[config.mk]
export PLATFORM = sky130hd
export DESIGN_NAME = lowspeed_pkt_tx
export DESIGN_NICKNAME = d
export VERILOG_FILES = /design/src/rtl/lstx_pkg.sv /design/src/rtl/lstx_bit_timer.sv /design/src/rtl/lstx_line_coder.sv /design/src/rtl/lstx_sequencer.sv /design/src/rtl/lowspeed_pkt_tx.sv
export SDC_FILE = /design/constraint.sdc
export NUM_CORES = 1
export LEC_CHECK = 0
export CAP_MARGIN = 20
export CORE_MARGIN = 2
export CORE_UTILIZATION = 40
export DETAILED_ROUTE_END_ITERATION = 6
export DONT_BUFFER_PORTS = 1
export GPL_ROUTABILITY_DRIVEN = 1
export PLACE_DENSITY = 0.53
export SLEW_MARGIN = 20
export SYNTH_ARGS = -nofsm -noshare
export SYNTH_HDL_FRONTEND = slang
export SYNTH_SLANG_ARGS = --single-unit
[constraint.sdc]
create_clock -name clk -period 3.7 [get_ports clk]
set_clock_uncertainty 0.2 [all_clocks]
set_input_delay 0.555 -clock clk [delete_from_list [all_inputs] [get_ports clk]]
set_output_delay 0.555 -clock clk [all_outputs]
set_load 0.005 [all_outputs]
[src/rtl/lstx_pkg.sv]
package lstx_pkg;

  typedef enum logic [2:0] {
    PH_IDLE = 3'd0,
    PH_LEAD = 3'd1,
    PH_DATA = 3'd2,
    PH_SE0  = 3'd3,
    PH_TAIL = 3'd4
  } phase_t;

  // Line state after one NRZI bit; lvl_j = 1 means the line is at J.
  function automatic logic nrzi_step(input logic lvl_j, input logic bit_v);
    return bit_v ? lvl_j : ~lvl_j;
  endfunction

  // Run length after one data bit.
  function automatic int unsigned run_step(input int unsigned run, input logic bit_v);
    return bit_v ? run + 1 : 0;
  endfunction

endpackage

[src/rtl/lstx_bit_timer.sv]
module lstx_bit_timer #(
  parameter int CLKS_PER_BIT = 10
) (
  input  logic clk,
  input  logic rst_n,
  input  logic active_i,
  output logic slot_end_o
);
  localparam int CW = $clog2(CLKS_PER_BIT);

  logic [CW-1:0] cnt_q;

  assign slot_end_o = active_i && (cnt_q == CW'(CLKS_PER_BIT - 1));

  always_ff @(posedge clk or negedge rst_n) begin
    if (!rst_n)           cnt_q <= '0;
    else if (!active_i)   cnt_q <= '0;
    else if (slot_end_o)  cnt_q <= '0;
    else                  cnt_q <= cnt_q + 1'b1;
  end

  // the counter never passes the last cycle of a bit period
  assert_cnt_in_range_R2: assert property (@(posedge clk) disable iff (!rst_n)
    cnt_q <= CW'(CLKS_PER_BIT - 1));

endmodule

[src/rtl/lstx_line_coder.sv]
module lstx_line_coder
  import lstx_pkg::*;
#(
  parameter int STUFF_RUN = 6
) (
  input  logic clk,
  input  logic rst_n,
  input  logic init_i,
  input  logic data_i,
  input  logic bit_i,
  input  logic stuff_i,
  output logic level_j_o,
  output logic stuff_due_o
);
  localparam int RW = $clog2(STUFF_RUN + 1);

  logic          lvl_q;
  logic [RW-1:0] run_q;

  assign level_j_o   = lvl_q;
  assign stuff_due_o = (run_q == RW'(STUFF_RUN));

  always_ff @(posedge clk or negedge rst_n) begin
    if (!rst_n) begin
      lvl_q <= 1'b1;
      run_q <= '0;
    end else if (init_i) begin
      lvl_q <= 1'b1;
      run_q <= '0;
    end else if (stuff_i) begin
      lvl_q <= ~lvl_q;
      run_q <= '0;
    end else if (data_i) begin
      lvl_q <= nrzi_step(lvl_q, bit_i);
      run_q <= RW'(run_step(int'(run_q), bit_i));
    end
  end

  // no run of ones ever exceeds the stuffing limit
  assert_run_bound_R5: assert property (@(posedge clk) disable iff (!rst_n)
    run_q <= RW'(STUFF_RUN));

  // a stuffed bit always makes a transition
  assert_stuff_toggles_R5: assert property (@(posedge clk) disable iff (!rst_n)
    (stuff_i && !init_i) |=> (lvl_q != $past(lvl_q)));

  // a zero data bit makes a transition
  assert_zero_toggles_R4: assert property (@(posedge clk) disable iff (!rst_n)
    (data_i && !bit_i && !stuff_i && !init_i) |=> (lvl_q != $past(lvl_q)));

  // a one data bit keeps the line
  assert_one_holds_R4: assert property (@(posedge clk) disable iff (!rst_n)
    (data_i && bit_i && !stuff_i && !init_i) |=> $stable(lvl_q));

endmodule

[src/rtl/lstx_sequencer.sv]
module lstx_sequencer
  import lstx_pkg::*;
#(
  parameter int MIN_BYTES = 2,
  parameter int MAX_BYTES = 12,
  parameter int SE0_BITS  = 2,
  localparam int PW = $clog2(MAX_BYTES + 1),
  localparam int SW = $clog2(SE0_BITS) + 1
) (
  input  logic          clk,
  input  logic          rst_n,
  input  logic          start_i,
  input  logic [PW-1:0] nbytes_i,
  input  logic          slot_end_i,
  input  logic          stuff_due_i,
  input  logic [7:0]    rd_data_i,
  output phase_t        phase_o,
  output logic [PW-1:0] rd_addr_o,
  output logic          coder_init_o,
  output logic          coder_data_o,
  output logic          coder_bit_o,
  output logic          coder_stuff_o,
  output logic          done_o,
  output logic          commit_o
);

  function automatic logic [PW-1:0] clamp_len(input logic [PW-1:0] req);
    if (req < PW'(MIN_BYTES)) return PW'(MIN_BYTES);
    if (req > PW'(MAX_BYTES)) return PW'(MAX_BYTES);
    return req;
  endfunction

  phase_t        phase_q;
  logic [PW-1:0] len_q;
  logic [PW-1:0] byte_q;
  logic [2:0]    bit_q;
  logic [SW-1:0] se0_q;
  logic          done_q;
  logic          commit_q;

  // Named internal events
  logic accept, in_stream, more_bits, do_stuff, do_data, go_se0, se0_last, tail_end;

  assign accept    = (phase_q == PH_IDLE) && start_i;
  assign in_stream = ((phase_q == PH_LEAD) || (phase_q == PH_DATA)) && slot_end_i;
  assign more_bits = (byte_q < len_q);
  assign do_stuff  = in_stream && (phase_q == PH_DATA) && stuff_due_i;
  assign do_data   = in_stream && !do_stuff && more_bits;
  assign go_se0    = in_stream && !do_stuff && !more_bits;
  assign se0_last  = (se0_q == SW'(SE0_BITS - 1));
  assign tail_end  = (phase_q == PH_TAIL) && slot_end_i;

  assign phase_o       = phase_q;
  assign rd_addr_o     = byte_q;
  assign coder_init_o  = accept;
  assign coder_data_o  = do_data;
  assign coder_bit_o   = rd_data_i[bit_q];
  assign coder_stuff_o = do_stuff;
  assign done_o        = done_q;
  assign commit_o      = commit_q;

  always_ff @(posedge clk or negedge rst_n) begin
    if (!rst_n) begin
      phase_q  <= PH_IDLE;
      len_q    <= PW'(MIN_BYTES);
      byte_q   <= '0;
      bit_q    <= '0;
      se0_q    <= '0;
      done_q   <= 1'b0;
      commit_q <= 1'b0;
    end else begin
      done_q   <= 1'b0;
      commit_q <= 1'b0;
      if (accept) begin
        phase_q <= PH_LEAD;
        len_q   <= clamp_len(nbytes_i);
        byte_q  <= '0;
        bit_q   <= '0;
      end else if (do_data) begin
        phase_q <= PH_DATA;
        bit_q   <= bit_q + 3'd1;
        if (bit_q == 3'd7) byte_q <= byte_q + 1'b1;
      end else if (go_se0) begin
        phase_q <= PH_SE0;
        se0_q   <= '0;
      end else if ((phase_q == PH_SE0) && slot_end_i) begin
        if (se0_last) phase_q <= PH_TAIL;
        else          se0_q   <= se0_q + 1'b1;
      end else if (tail_end) begin
        phase_q  <= PH_IDLE;
        done_q   <= 1'b1;
        commit_q <= (len_q > PW'(MIN_BYTES));
      end
    end
  end

  // the packet length cannot change while a packet is in progress
  assert_len_hold_R8: assert property (@(posedge clk) disable iff (!rst_n)
    (phase_q != PH_IDLE) |=> $stable(len_q));

  // SE0 lasts the full number of bit times before the J tail
  assert_se0_len_R6: assert property (@(posedge clk) disable iff (!rst_n)
    ((phase_q == PH_TAIL) && ($past(phase_q) == PH_SE0)) |-> ($past(se0_q) == SW'(SE0_BITS - 1)));

  // the commit pulse only appears together with done
  assert_commit_with_done_R9: assert property (@(posedge clk) disable iff (!rst_n)
    commit_q |-> done_q);

  // the first data bit comes from address 0, bit 0
  assert_first_bit_R2: assert property (@(posedge clk) disable iff (!rst_n)
    ((phase_q == PH_LEAD) && slot_end_i) |-> ((byte_q == '0) && (bit_q == 3'd0)));

  // the clamped length stays inside the legal range
  assert_len_range_R1: assert property (@(posedge clk) disable iff (!rst_n)
    (len_q >= PW'(MIN_BYTES)) && (len_q <= PW'(MAX_BYTES)));

endmodule

[src/rtl/lowspeed_pkt_tx.sv]
module lowspeed_pkt_tx
  import lstx_pkg::*;
#(
  parameter int CLKS_PER_BIT = 10,
  parameter int MIN_BYTES    = 2,
  parameter int MAX_BYTES    = 12,
  parameter int SE0_BITS     = 2,
  parameter int STUFF_RUN    = 6,
  localparam int PW = $clog2(MAX_BYTES + 1)
) (
  input  logic          clk,
  input  logic          rst_n,
  input  logic          start_i,
  input  logic [PW-1:0] nbytes_i,
  output logic [PW-1:0] rd_addr_o,
  input  logic [7:0]    rd_data_i,
  output logic          oe_o,
  output logic          dp_o,
  output logic          dm_o,
  output logic          busy_o,
  output logic          done_o,
  output logic          addr_commit_o
);

  phase_t phase;
  logic   slot_end, stuff_due, level_j;
  logic   c_init, c_data, c_bit, c_stuff;

  lstx_bit_timer #(.CLKS_PER_BIT(CLKS_PER_BIT)) u_timer (
    .clk        (clk),
    .rst_n      (rst_n),
    .active_i   (phase != PH_IDLE),
    .slot_end_o (slot_end)
  );

  lstx_line_coder #(.STUFF_RUN(STUFF_RUN)) u_coder (
    .clk         (clk),
    .rst_n       (rst_n),
    .init_i      (c_init),
    .data_i      (c_data),
    .bit_i       (c_bit),
    .stuff_i     (c_stuff),
    .level_j_o   (level_j),
    .stuff_due_o (stuff_due)
  );

  lstx_sequencer #(
    .MIN_BYTES (MIN_BYTES),
    .MAX_BYTES (MAX_BYTES),
    .SE0_BITS  (SE0_BITS)
  ) u_seq (
    .clk           (clk),
    .rst_n         (rst_n),
    .start_i       (start_i),
    .nbytes_i      (nbytes_i),
    .slot_end_i    (slot_end),
    .stuff_due_i   (stuff_due),
    .rd_data_i     (rd_data_i),
    .phase_o       (phase),
    .rd_addr_o     (rd_addr_o),
    .coder_init_o  (c_init),
    .coder_data_o  (c_data),
    .coder_bit_o   (c_bit),
    .coder_stuff_o (c_stuff),
    .done_o        (done_o),
    .commit_o      (addr_commit_o)
  );

  always_comb begin
    oe_o = 1'b1;
    dp_o = 1'b0;
    dm_o = 1'b0;
    unique case (phase)
      PH_IDLE: oe_o = 1'b0;
      PH_LEAD, PH_TAIL: dm_o = 1'b1;
      PH_DATA: begin
        dp_o = ~level_j;
        dm_o = level_j;
      end
      default: ;
    endcase
  end

  assign busy_o = (phase != PH_IDLE);

  // the lead-in bit is J with the driver on
  assert_lead_is_j_R3: assert property (@(posedge clk) disable iff (!rst_n)
    (phase == PH_LEAD) |-> (oe_o && !dp_o && dm_o));

  // at done the bus has been released
  assert_release_R7: assert property (@(posedge clk) disable iff (!rst_n)
    done_o |-> (!oe_o && !busy_o && !dp_o && !dm_o));

  // data bits are always differential J or K
  assert_differential_R4: assert property (@(posedge clk) disable iff (!rst_n)
    (phase == PH_DATA) |-> (dp_o != dm_o));

endmodule

==> impl_metrics.prom, run 1 <==
# TYPE chip_impl_metric gauge
chip_impl_metric{name="max_clock_freq",unit="MHz"} 416
chip_impl_info{name="cts_tree",value="built"} 1
chip_impl_metric{name="area_growth",unit="%"} 6.37
chip_impl_metric{name="drt_first_pass_iters",unit=""} 4
chip_impl_metric{name="die_width",unit="µm"} 67.1
chip_impl_metric{name="chipHeight",unit="µm"} 67.1
chip_impl_info{name="setup.worst_path.class",value="reg -> reg"} 1
chip_impl_metric{name="cp_slowest_stage_delay",unit="ns"} 0.54
chip_impl_metric{name="synth_top_cell_area_share",unit="%"} 37.8
chip_impl_info{name="startpoint",value="u_seq.len_q[1]$_DFFE_PN1P_"} 1
chip_impl_metric{name="dr.first_iter.drc_count",unit=""} 59
chip_impl_metric{name="postLayoutSetupSlackWorst",unit="ns"} 1.29
chip_impl_metric{name="synthesis.yosys.warnings",unit=""} 0
chip_impl_info{name="endpoint",value="u_coder.run_q[2]$_DFFE_PN0P_"} 1
chip_impl_info{name="critical-path-slowest-cell",value="sky130_fd_sc_hd__dfstp_2"} 1
chip_impl_metric{name="synth-seq-cells",unit=""} 26
chip_impl_metric{name="syn_area_per_cell",unit="µm²"} 10.0
chip_impl_metric{name="antenna_found_initial",unit=""} 0
chip_impl_metric{name="setup-violations-final",unit=""} 0
chip_impl_metric{name="post_cts_setup_buffers",unit=""} 0
chip_impl_metric{name="nets_in_the_synthesized_netlist",unit=""} 185
chip_impl_metric{name="cts_resized",unit=""} 0
chip_impl_metric{name="wire_length_of_the_first_global_routing_pass",unit="µm"} 5010
chip_impl_info{name="run_status",value="finished clean"} 1
chip_impl_metric{name="drc",unit=""} 0
chip_impl_metric{name="cts_sinks",unit=""} 26
chip_impl_metric{name="path_buf_inv",unit=""} 1
chip_impl_info{name="dominantRegCellSynth",value="sky130_fd_sc_hd__dfrtp_1"} 1
chip_impl_metric{name="worstSetupPathDepth",unit=""} 6
chip_impl_info{name="synth_largest_area_cell",value="sky130_fd_sc_hd__dfrtp_1"} 1
chip_impl_metric{name="placeableCoreArea",unit="mm²"} 0.00374
chip_impl_metric{name="ff2ff_setup_slack",unit="ns"} 1.29
chip_impl_metric{name="maxSlewHeadroom",unit="%"} 63.0
chip_impl_metric{name="max-cap-violations",unit=""} 0
chip_impl_metric{name="grt_util_met3",unit="%"} 4.05
chip_impl_metric{name="synth_compound_gate_area_share",unit="%"} 16.1
chip_impl_metric{name="yosys.area_share.adder",unit="%"} 8.65
chip_impl_metric{name="total_leakage_power",unit="nW"} 0.742
chip_impl_metric{name="pwr_density_cell",unit="mW/mm²"} 470
chip_impl_metric{name="final_nets",unit=""} 186
chip_impl_metric{name="via_count_of_the_first_global_routing_pass",unit=""} 1088
chip_impl_metric{name="grt_usage",unit="%"} 15.0
chip_impl_metric{name="detailed_place_hpwl",unit="µm"} 2200
chip_impl_metric{name="period_minus_ws_final",unit="ns"} 2.41
chip_impl_metric{name="vias_per_cell",unit=""} 5.36
chip_impl_metric{name="post_synth_and_or_nand_nor_area_fraction",unit="%"} 21.0
chip_impl_metric{name="layout_cell_share_with_drive_strength_beyond_1",unit="%"} 11.9
chip_impl_metric{name="postSynthCellCount",unit=""} 159
chip_impl_info{name="clockRootBuffer",value="sky130_fd_sc_hd__clkbuf_8"} 1
chip_impl_metric{name="worst-endpoint-arrival",unit="ns"} 2.37
chip_impl_metric{name="final_total_pwr",unit="µW"} 796
chip_impl_metric{name="clock_tree.htree_level_count",unit=""} 1
chip_impl_metric{name="gp_congestion",unit=""} 0.710
chip_impl_metric{name="clkSlewWorstSetupHoldPaths",unit="ns"} 0.09
chip_impl_info{name="grt_busiest_layer",value="met2"} 1
chip_impl_metric{name="dpl_ws",unit="ns"} 1.29
chip_impl_metric{name="io_pins",unit=""} 25
chip_impl_metric{name="vias",unit=""} 1109
chip_impl_info{name="rr_startpoint",value="u_seq.len_q[1]$_DFFE_PN1P_"} 1
chip_impl_metric{name="post_synth_xor_area_fraction",unit="%"} 3.30
chip_impl_metric{name="routed_wirelength",unit="µm"} 2870
chip_impl_metric{name="cp.required",unit="ns"} 3.66
chip_impl_info{name="main_combinational_cell_family_by_area_after_synthesis",value="simple AND/OR/NAND/NOR gates"} 1
chip_impl_metric{name="fin_tns_setup",unit="ns"} 0
chip_impl_metric{name="gr-usage-met2",unit="%"} 25.1
chip_impl_metric{name="worst-path-max-fanout",unit=""} 5
chip_impl_info{name="regToRegEndpoint",value="u_coder.run_q[2]$_DFFE_PN0P_"} 1
chip_impl_metric{name="max-vdd-ir-drop",unit="V"} 0.000304
chip_impl_metric{name="largest_net_degree_at_the_start_of_global_routing",unit=""} 27
chip_impl_metric{name="n_antenna_cell",unit=""} 0
chip_impl_metric{name="final_min_period_over_clock_period",unit="%"} 65.0
chip_impl_metric{name="clk-insertion-delay-late",unit="ns"} 0.27
chip_impl_metric{name="slew_viol_final",unit=""} 0
chip_impl_metric{name="synth-edff-count",unit=""} 0
chip_impl_metric{name="cts_hold_buf",unit=""} 2
chip_impl_metric{name="groute.layer.met1.usage",unit="%"} 18.0
chip_impl_metric{name="initial_utilization",unit="%"} 42.5
chip_impl_info{name="crit_chain",value="inv_1 -> ha_1 -> a2111oi_4 -> o31ai_2 -> and2_4 -> a221o_1"} 1
chip_impl_info{name="rsz_0062_raised_after_global_routing",value="no"} 1
chip_impl_metric{name="ctsLongestPathBuffers",unit=""} 2
chip_impl_metric{name="synth_sequential_area_ratio",unit="%"} 41.1
chip_impl_metric{name="antenna_violating_nets_post_route",unit=""} 0
chip_impl_metric{name="avgRoutedWirePerCell",unit="µm"} 13.9
chip_impl_info{name="worst_setup_path_start_kind",value="flip-flop"} 1
chip_impl_metric{name="muxShareOfSynthArea",unit="%"} 4.72
chip_impl_metric{name="fp.dieArea",unit="mm²"} 0.00450
chip_impl_metric{name="ff2ff_path_depth",unit=""} 6
chip_impl_metric{name="syn-cell-area",unit="mm²"} 0.00159
chip_impl_metric{name="gr-total-overflow",unit=""} 0
chip_impl_metric{name="timing.final.hold_violations",unit=""} 0
chip_impl_metric{name="numPortBuffers",unit=""} 0
chip_impl_metric{name="tritoncts.num_buffers",unit=""} 3
chip_impl_info{name="end_kind",value="flip-flop"} 1
chip_impl_metric{name="synth.distinct_cells",unit=""} 45
chip_impl_metric{name="async_reset_ff_share",unit="%"} 100
chip_impl_metric{name="whs_path_depth",unit=""} 2
chip_impl_info{name="worst_path_dominant_cell_family",value="compound AO/OA/AOI/OAI gates"} 1
chip_impl_metric{name="worstMarginPinSlew",unit="ns"} 0.550
chip_impl_metric{name="number_of_core_rows",unit=""} 22
chip_impl_info{name="min-delay-path-class",value="in -> reg"} 1
chip_impl_info{name="yosys-top-cells-area",value="sky130_fd_sc_hd__dfrtp_1, sky130_fd_sc_hd__ha_1, sky130_fd_sc_hd__o21ai_0"} 1
-- synthesized netlist by cell type (2+ instances only) --
cell type                  number
sky130_fd_sc_hd__nand2_1       15
sky130_fd_sc_hd__o22ai_1        2
sky130_fd_sc_hd__mux2i_1        3
sky130_fd_sc_hd__a21oi_1        4
sky130_fd_sc_hd__inv_1         10
sky130_fd_sc_hd__xnor2_1        3
sky130_fd_sc_hd__nand3_1        8
sky130_fd_sc_hd__nor3_1         3
sky130_fd_sc_hd__buf_6          2
sky130_fd_sc_hd__nor2b_1        4
sky130_fd_sc_hd__nor2_1        14
sky130_fd_sc_hd__o21ai_0       14
sky130_fd_sc_hd__nor4_1         2
sky130_fd_sc_hd__a22o_1         2
sky130_fd_sc_hd__dfrtp_1       24
sky130_fd_sc_hd__mux2_2         4
sky130_fd_sc_hd__ha_1          11
sky130_fd_sc_hd__xor2_1         3
sky130_fd_sc_hd__nand2b_1       2
sky130_fd_sc_hd__and2_1         2
sky130_fd_sc_hd__dfstp_2        2
sky130_fd_sc_hd__or3_1          2
-- layout make-up --
cell class | instances | area, µm²
timing repair buffer | 2 | 30.0
sequential | 26 | 653
clock buffer | 4 | 55.1
fill | 384 | 2050
tap | 48 | 60.1
multi-input combinational | 117 | 856
inverter | 10 | 37.5
-- per-stage QoR --
step / instances / hold slack [ns] / area [µm²] / util, %
after floorplan: 159 / 0.0594 / 1590 / -
after global placement: 201 / 0.0601 / 1610 / 42.9
after detailed placement: 201 / 0.0600 / 1610 / 42.9
after CTS: 207 / 0.208 / 1690 / 45.2
after global routing: 207 / 0.206 / 1690 / 45.2
final: 207 / 0.208 / 1690 / 45.2
-- layer usage --
metal  vias to the layer above  routed length [µm]
met1                       534                1320
li1                        554                   -
met4                         0                  49
met2                        16                1400
met3                         5                 100
met5                         -                   0
-- kinds of logic (layout without fill, tap and decap cells) --
logic type,count (synthesis),after routing
and+or+nand+nor,61,61
AOI/OAI and AO/OA,32,32
DFF,26,26
buffers and inverters,16,16
adders and majority gates,11,11
muxes,7,7
xor gates and xnor gates,6,6
-- report_power, final --
group	switching [mW]	internal, mW	leakage (nW)
Clock	0.0885	0.0952	0.0288
Sequential	0.0546	0.336	0.331
Combinational	0.118	0.104	0.382
Total	0.261	0.535	0.742
-- state kept, by name (all words and copies together) (netlist names) --
| signal | cells |
|---|---|
| u_seq.phase_o | 3 |
| u_seq.commit_o | 1 |
| u_seq.rd_addr_o | 4 |
| u_timer.cnt_q | 4 |
| u_coder.level_j_o | 1 |
| u_seq.bit_q | 3 |
| u_seq.len_q | 4 |
| u_seq.se0_q | 2 |
| u_coder.run_q | 3 |
| u_seq.done_o | 1 |
-- placed cells by master, fill, tap and decap left out, drive strengths merged, types with 4 or more instances in the layout --
cell and n:
nor2 14, nor2b 4, mux2 4, o21ai 14, a21oi 4, clkbuf 4
dfrtp 24, inv 10, nand2 15, nand3 8, ha 11
-- worst min-delay path by stage --
stage               slack (ns)                           end        start
finish                    0.21    u_seq.len_q[3]$_DFFE_PN0P_  nbytes_i[3]
global route              0.21    u_seq.len_q[2]$_DFFE_PN0P_  nbytes_i[2]
CTS                       0.21    u_seq.len_q[2]$_DFFE_PN0P_  nbytes_i[2]
detailed placement        0.06    u_timer.cnt_q[2]$_DFF_PN0_        rst_n
global placement          0.06    u_timer.cnt_q[3]$_DFF_PN0_        rst_n
floorplan                 0.06  u_coder.run_q[0]$_DFFE_PN0P_        rst_n
Power figures use the tool's default switching activity.
==> run 2: changes to the inputs <==
==> constraint.sdc (replaced) <==
create_clock -name clk -period 2.4 [get_ports clk]
set_clock_uncertainty 0.2 [all_clocks]
set_input_delay 0.36 -clock clk [delete_from_list [all_inputs] [get_ports clk]]
set_output_delay 0.36 -clock clk [all_outputs]
set_load 0.005 [all_outputs]
==> run 2 against run 1 <==
Compared with the run above:
- total power rose by 54%
- worst setup slack got worse by 1.2 ns
- sequential power rose by 54%
- cell area rose by 2.1%
- final cell count rose by 2.9%
- sequential share of layout area fell by 0.78 points
- wire length fell by 0.38%
- critical path depth rose by 1
- die area did not move
- clock-buffer cell count did not move
==> impl_metrics.prom, run 2 (synthesized netlist as in run 1, its figures left out) <==
# TYPE chip_impl_metric gauge
chip_impl_info{name="run_status",value="finished clean"} 1
chip_impl_metric{name="slew_viol_final",unit=""} 0
chip_impl_metric{name="vias_per_cell",unit=""} 5.40
chip_impl_metric{name="worstMarginPinSlew",unit="ns"} 0.522
chip_impl_metric{name="ff2ff_path_depth",unit=""} 7
chip_impl_info{name="worst_setup_path_start_kind",value="flip-flop"} 1
chip_impl_metric{name="clkSlewWorstSetupHoldPaths",unit="ns"} 0.09
chip_impl_metric{name="chipHeight",unit="µm"} 67.1
chip_impl_metric{name="ctsLongestPathBuffers",unit=""} 2
chip_impl_metric{name="switching_share",unit="%"} 33.1
chip_impl_info{name="most-common-layout-cells",value="sky130_fd_sc_hd__dfrtp_1, sky130_fd_sc_hd__nand2_1, sky130_fd_sc_hd__nor2_1, sky130_fd_sc_hd__o21ai_0, sky130_fd_sc_hd__ha_1"} 1
chip_impl_metric{name="total_switching_power",unit="µW"} 407
chip_impl_metric{name="placeableCoreArea",unit="mm²"} 0.00374
chip_impl_metric{name="post_cts_setup_buffers",unit=""} 0
chip_impl_info{name="startpoint",value="u_seq.len_q[1]$_DFFE_PN1P_"} 1
chip_impl_metric{name="pwr_density_cell",unit="mW/mm²"} 711
chip_impl_metric{name="n_antenna_cell",unit=""} 0
chip_impl_metric{name="final_nets",unit=""} 192
chip_impl_metric{name="worst-endpoint-arrival",unit="ns"} 2.24
chip_impl_info{name="end_kind",value="flip-flop"} 1
chip_impl_metric{name="via_count_of_the_first_global_routing_pass",unit=""} 1156
chip_impl_metric{name="clk-insertion-delay-late",unit="ns"} 0.27
chip_impl_metric{name="numPortBuffers",unit=""} 0
chip_impl_metric{name="final_total_pwr",unit="mW"} 1.23
chip_impl_info{name="timing.hold.worst.start",value="nbytes_i[2]"} 1
chip_impl_metric{name="detailed_place_hpwl",unit="µm"} 2210
chip_impl_metric{name="tritoncts.num_buffers",unit=""} 3
chip_impl_info{name="worstHoldEndpoint",value="u_seq.len_q[2]$_DFFE_PN0P_"} 1
chip_impl_metric{name="avgRoutedWirePerCell",unit="µm"} 13.4
chip_impl_metric{name="max-cap-violations",unit=""} 0
chip_impl_metric{name="internal-power",unit="µW"} 821
chip_impl_metric{name="drt_first_pass_iters",unit=""} 4
chip_impl_metric{name="period_minus_ws_final",unit="ns"} 2.27
chip_impl_info{name="mostFrequentLayoutCell",value="sky130_fd_sc_hd__dfrtp_1"} 1
chip_impl_metric{name="largest_net_degree_at_the_start_of_global_routing",unit=""} 27
chip_impl_metric{name="n_fill_cell",unit=""} 386
chip_impl_info{name="crit_chain",value="inv_1 -> ha_1 -> a2111oi_4 -> buf_4 -> o31ai_2 -> and2_4 -> a221o_1"} 1
chip_impl_metric{name="cp_slowest_stage_delay",unit="ns"} 0.54
chip_impl_metric{name="antenna_found_initial",unit=""} 0
chip_impl_metric{name="gr-total-overflow",unit=""} 0
chip_impl_metric{name="cts_sinks",unit=""} 26
chip_impl_info{name="rr_startpoint",value="u_seq.len_q[1]$_DFFE_PN1P_"} 1
chip_impl_info{name="regToRegEndpoint",value="u_coder.run_q[2]$_DFFE_PN0P_"} 1
chip_impl_metric{name="gp_congestion",unit=""} 0.749
chip_impl_metric{name="postLayoutSetupSlackWorst",unit="ns"} 0.126
chip_impl_metric{name="routed_wirelength",unit="µm"} 2860
chip_impl_metric{name="total_leakage_power",unit="nW"} 0.764
chip_impl_metric{name="cp.required",unit="ns"} 2.36
chip_impl_metric{name="final_min_period_over_clock_period",unit="%"} 94.7
chip_impl_metric{name="vias",unit=""} 1151
chip_impl_info{name="min-delay-path-class",value="in -> reg"} 1
chip_impl_metric{name="worst-path-max-fanout",unit=""} 5
chip_impl_metric{name="fin_tns_setup",unit="ns"} 0
chip_impl_metric{name="p_comb_share",unit="%"} 30.2
chip_impl_info{name="clockRootBuffer",value="sky130_fd_sc_hd__clkbuf_8"} 1
chip_impl_metric{name="max_clock_freq",unit="MHz"} 440
chip_impl_metric{name="clock_tree.htree_level_count",unit=""} 1
chip_impl_metric{name="max-vdd-ir-drop",unit="V"} 0.000303
chip_impl_metric{name="fp.dieArea",unit="mm²"} 0.00450
chip_impl_metric{name="maxSlewHeadroom",unit="%"} 64.8
chip_impl_info{name="rsz_0062_raised_after_global_routing",value="no"} 1
chip_impl_metric{name="layout_cell_share_with_drive_strength_beyond_1",unit="%"} 14.5
chip_impl_metric{name="antenna_violating_nets_post_route",unit=""} 0
chip_impl_metric{name="area_growth",unit="%"} 8.58
chip_impl_metric{name="seq_power_share",unit="%"} 48.8
chip_impl_info{name="critical-path-slowest-cell",value="sky130_fd_sc_hd__dfstp_2"} 1
chip_impl_metric{name="number_of_core_rows",unit=""} 22
chip_impl_metric{name="dpl_ws",unit="ns"} 0.131
chip_impl_metric{name="initial_utilization",unit="%"} 42.5
chip_impl_info{name="setup.worst_path.class",value="reg -> reg"} 1
chip_impl_metric{name="drc",unit=""} 0
chip_impl_info{name="cts_tree",value="built"} 1
chip_impl_metric{name="finish.utilization",unit="%"} 46.1
chip_impl_metric{name="dr.first_iter.drc_count",unit=""} 49
chip_impl_metric{name="ff2ff_setup_slack",unit="ns"} 0.13
chip_impl_metric{name="timing.final.hold_violations",unit=""} 0
chip_impl_metric{name="die_width",unit="µm"} 67.1
chip_impl_metric{name="clock_power_share",unit="%"} 21.0
chip_impl_metric{name="wire_length_of_the_first_global_routing_pass",unit="µm"} 5130
chip_impl_metric{name="grt_usage",unit="%"} 15.2
chip_impl_metric{name="whs_path_depth",unit=""} 2
chip_impl_metric{name="io_pins",unit=""} 25
chip_impl_metric{name="setup-violations-final",unit=""} 0
[run 2: changes by cell type in the layout (fill, tap and decap cells not counted)]
cell,delta
sky130_fd_sc_hd__clkbuf_8,-1
sky130_fd_sc_hd__clkbuf_1,+1
sky130_fd_sc_hd__buf_4,+6
[run 2: layout make-up]
cell class / count / area [µm²] / share of cell area (%)
multi-input cells: 117 / 856 / 49.6
flip-flops and latches: 26 / 653 / 37.8
well taps: 48 / 60.1 / 3.48
inverters: 10 / 37.5 / 2.17
repair buffers: 8 / 75.1 / 4.35
clock buffers: 4 / 45.0 / 2.61
[run 2: per-layer routing]
layer  wire length [µm]  global-route usage (%)  up-vias
li1                   -                       -      567
met1               1240                    17.4      560
met2               1460                    26.7       20
met3                130                    4.73        4
met4                 34                    4.59        0
met5                  0                       0        -
[run 2: power by group through the flow]
stage / sequential (mW) / combinational [mW] / clock (mW)
floorplan: 0.581 / 0.309 / 0
finish: 0.599 / 0.371 / 0.259
global route: 0.613 / 0.430 / 0.296
detailed placement: 0.608 / 0.363 / 0
CTS: 0.600 / 0.379 / 0.270
global placement: 0.605 / 0.351 / 0
[run 2: critical path, delay by kind of cell (launching register included)]
| family | cells | cell delay [ns] |
|---|---|---|
| buf+inv | 2 | 0.24 |
| compound gates | 3 | 0.71 |
| simple gates | 1 | 0.18 |
| fa+ha+maj | 1 | 0.30 |
| flops | 1 | 0.54 |
[run 2: repair_timing]
item	4_1_cts	5_1_grt
endpoints found under the setup margin	0	0
resized for setup	0	0
endpoints found under the hold margin	26	0
hold buffers	2	0
[run 2: worst max path at each step]
| stage | to | cells after the start |
|---|---|---|
| 2_1_floorplan | u_coder.run_q[2]$_DFFE_PN0P_ | 6 |
| 3_3_place_gp | u_coder.run_q[2]$_DFFE_PN0P_ | 7 |
| 3_5_place_dp | u_coder.run_q[2]$_DFFE_PN0P_ | 7 |
| 4_1_cts | u_coder.run_q[2]$_DFFE_PN0P_ | 7 |
| 5_1_grt | u_seq.bit_q[0]$_DFFE_PN0P_ | 7 |
| 6_report | u_coder.run_q[2]$_DFFE_PN0P_ | 7 |
[run 2: stage by stage]
step | cell area (µm²) | cells | hold slack, ns
finish | 1730 | 213 | 0.0181
floorplan | 1590 | 159 | -0.136
detailed placement | 1650 | 207 | -0.135
global route | 1730 | 213 | 0.0301
global placement | 1650 | 207 | -0.135
CTS | 1730 | 213 | 0.0131
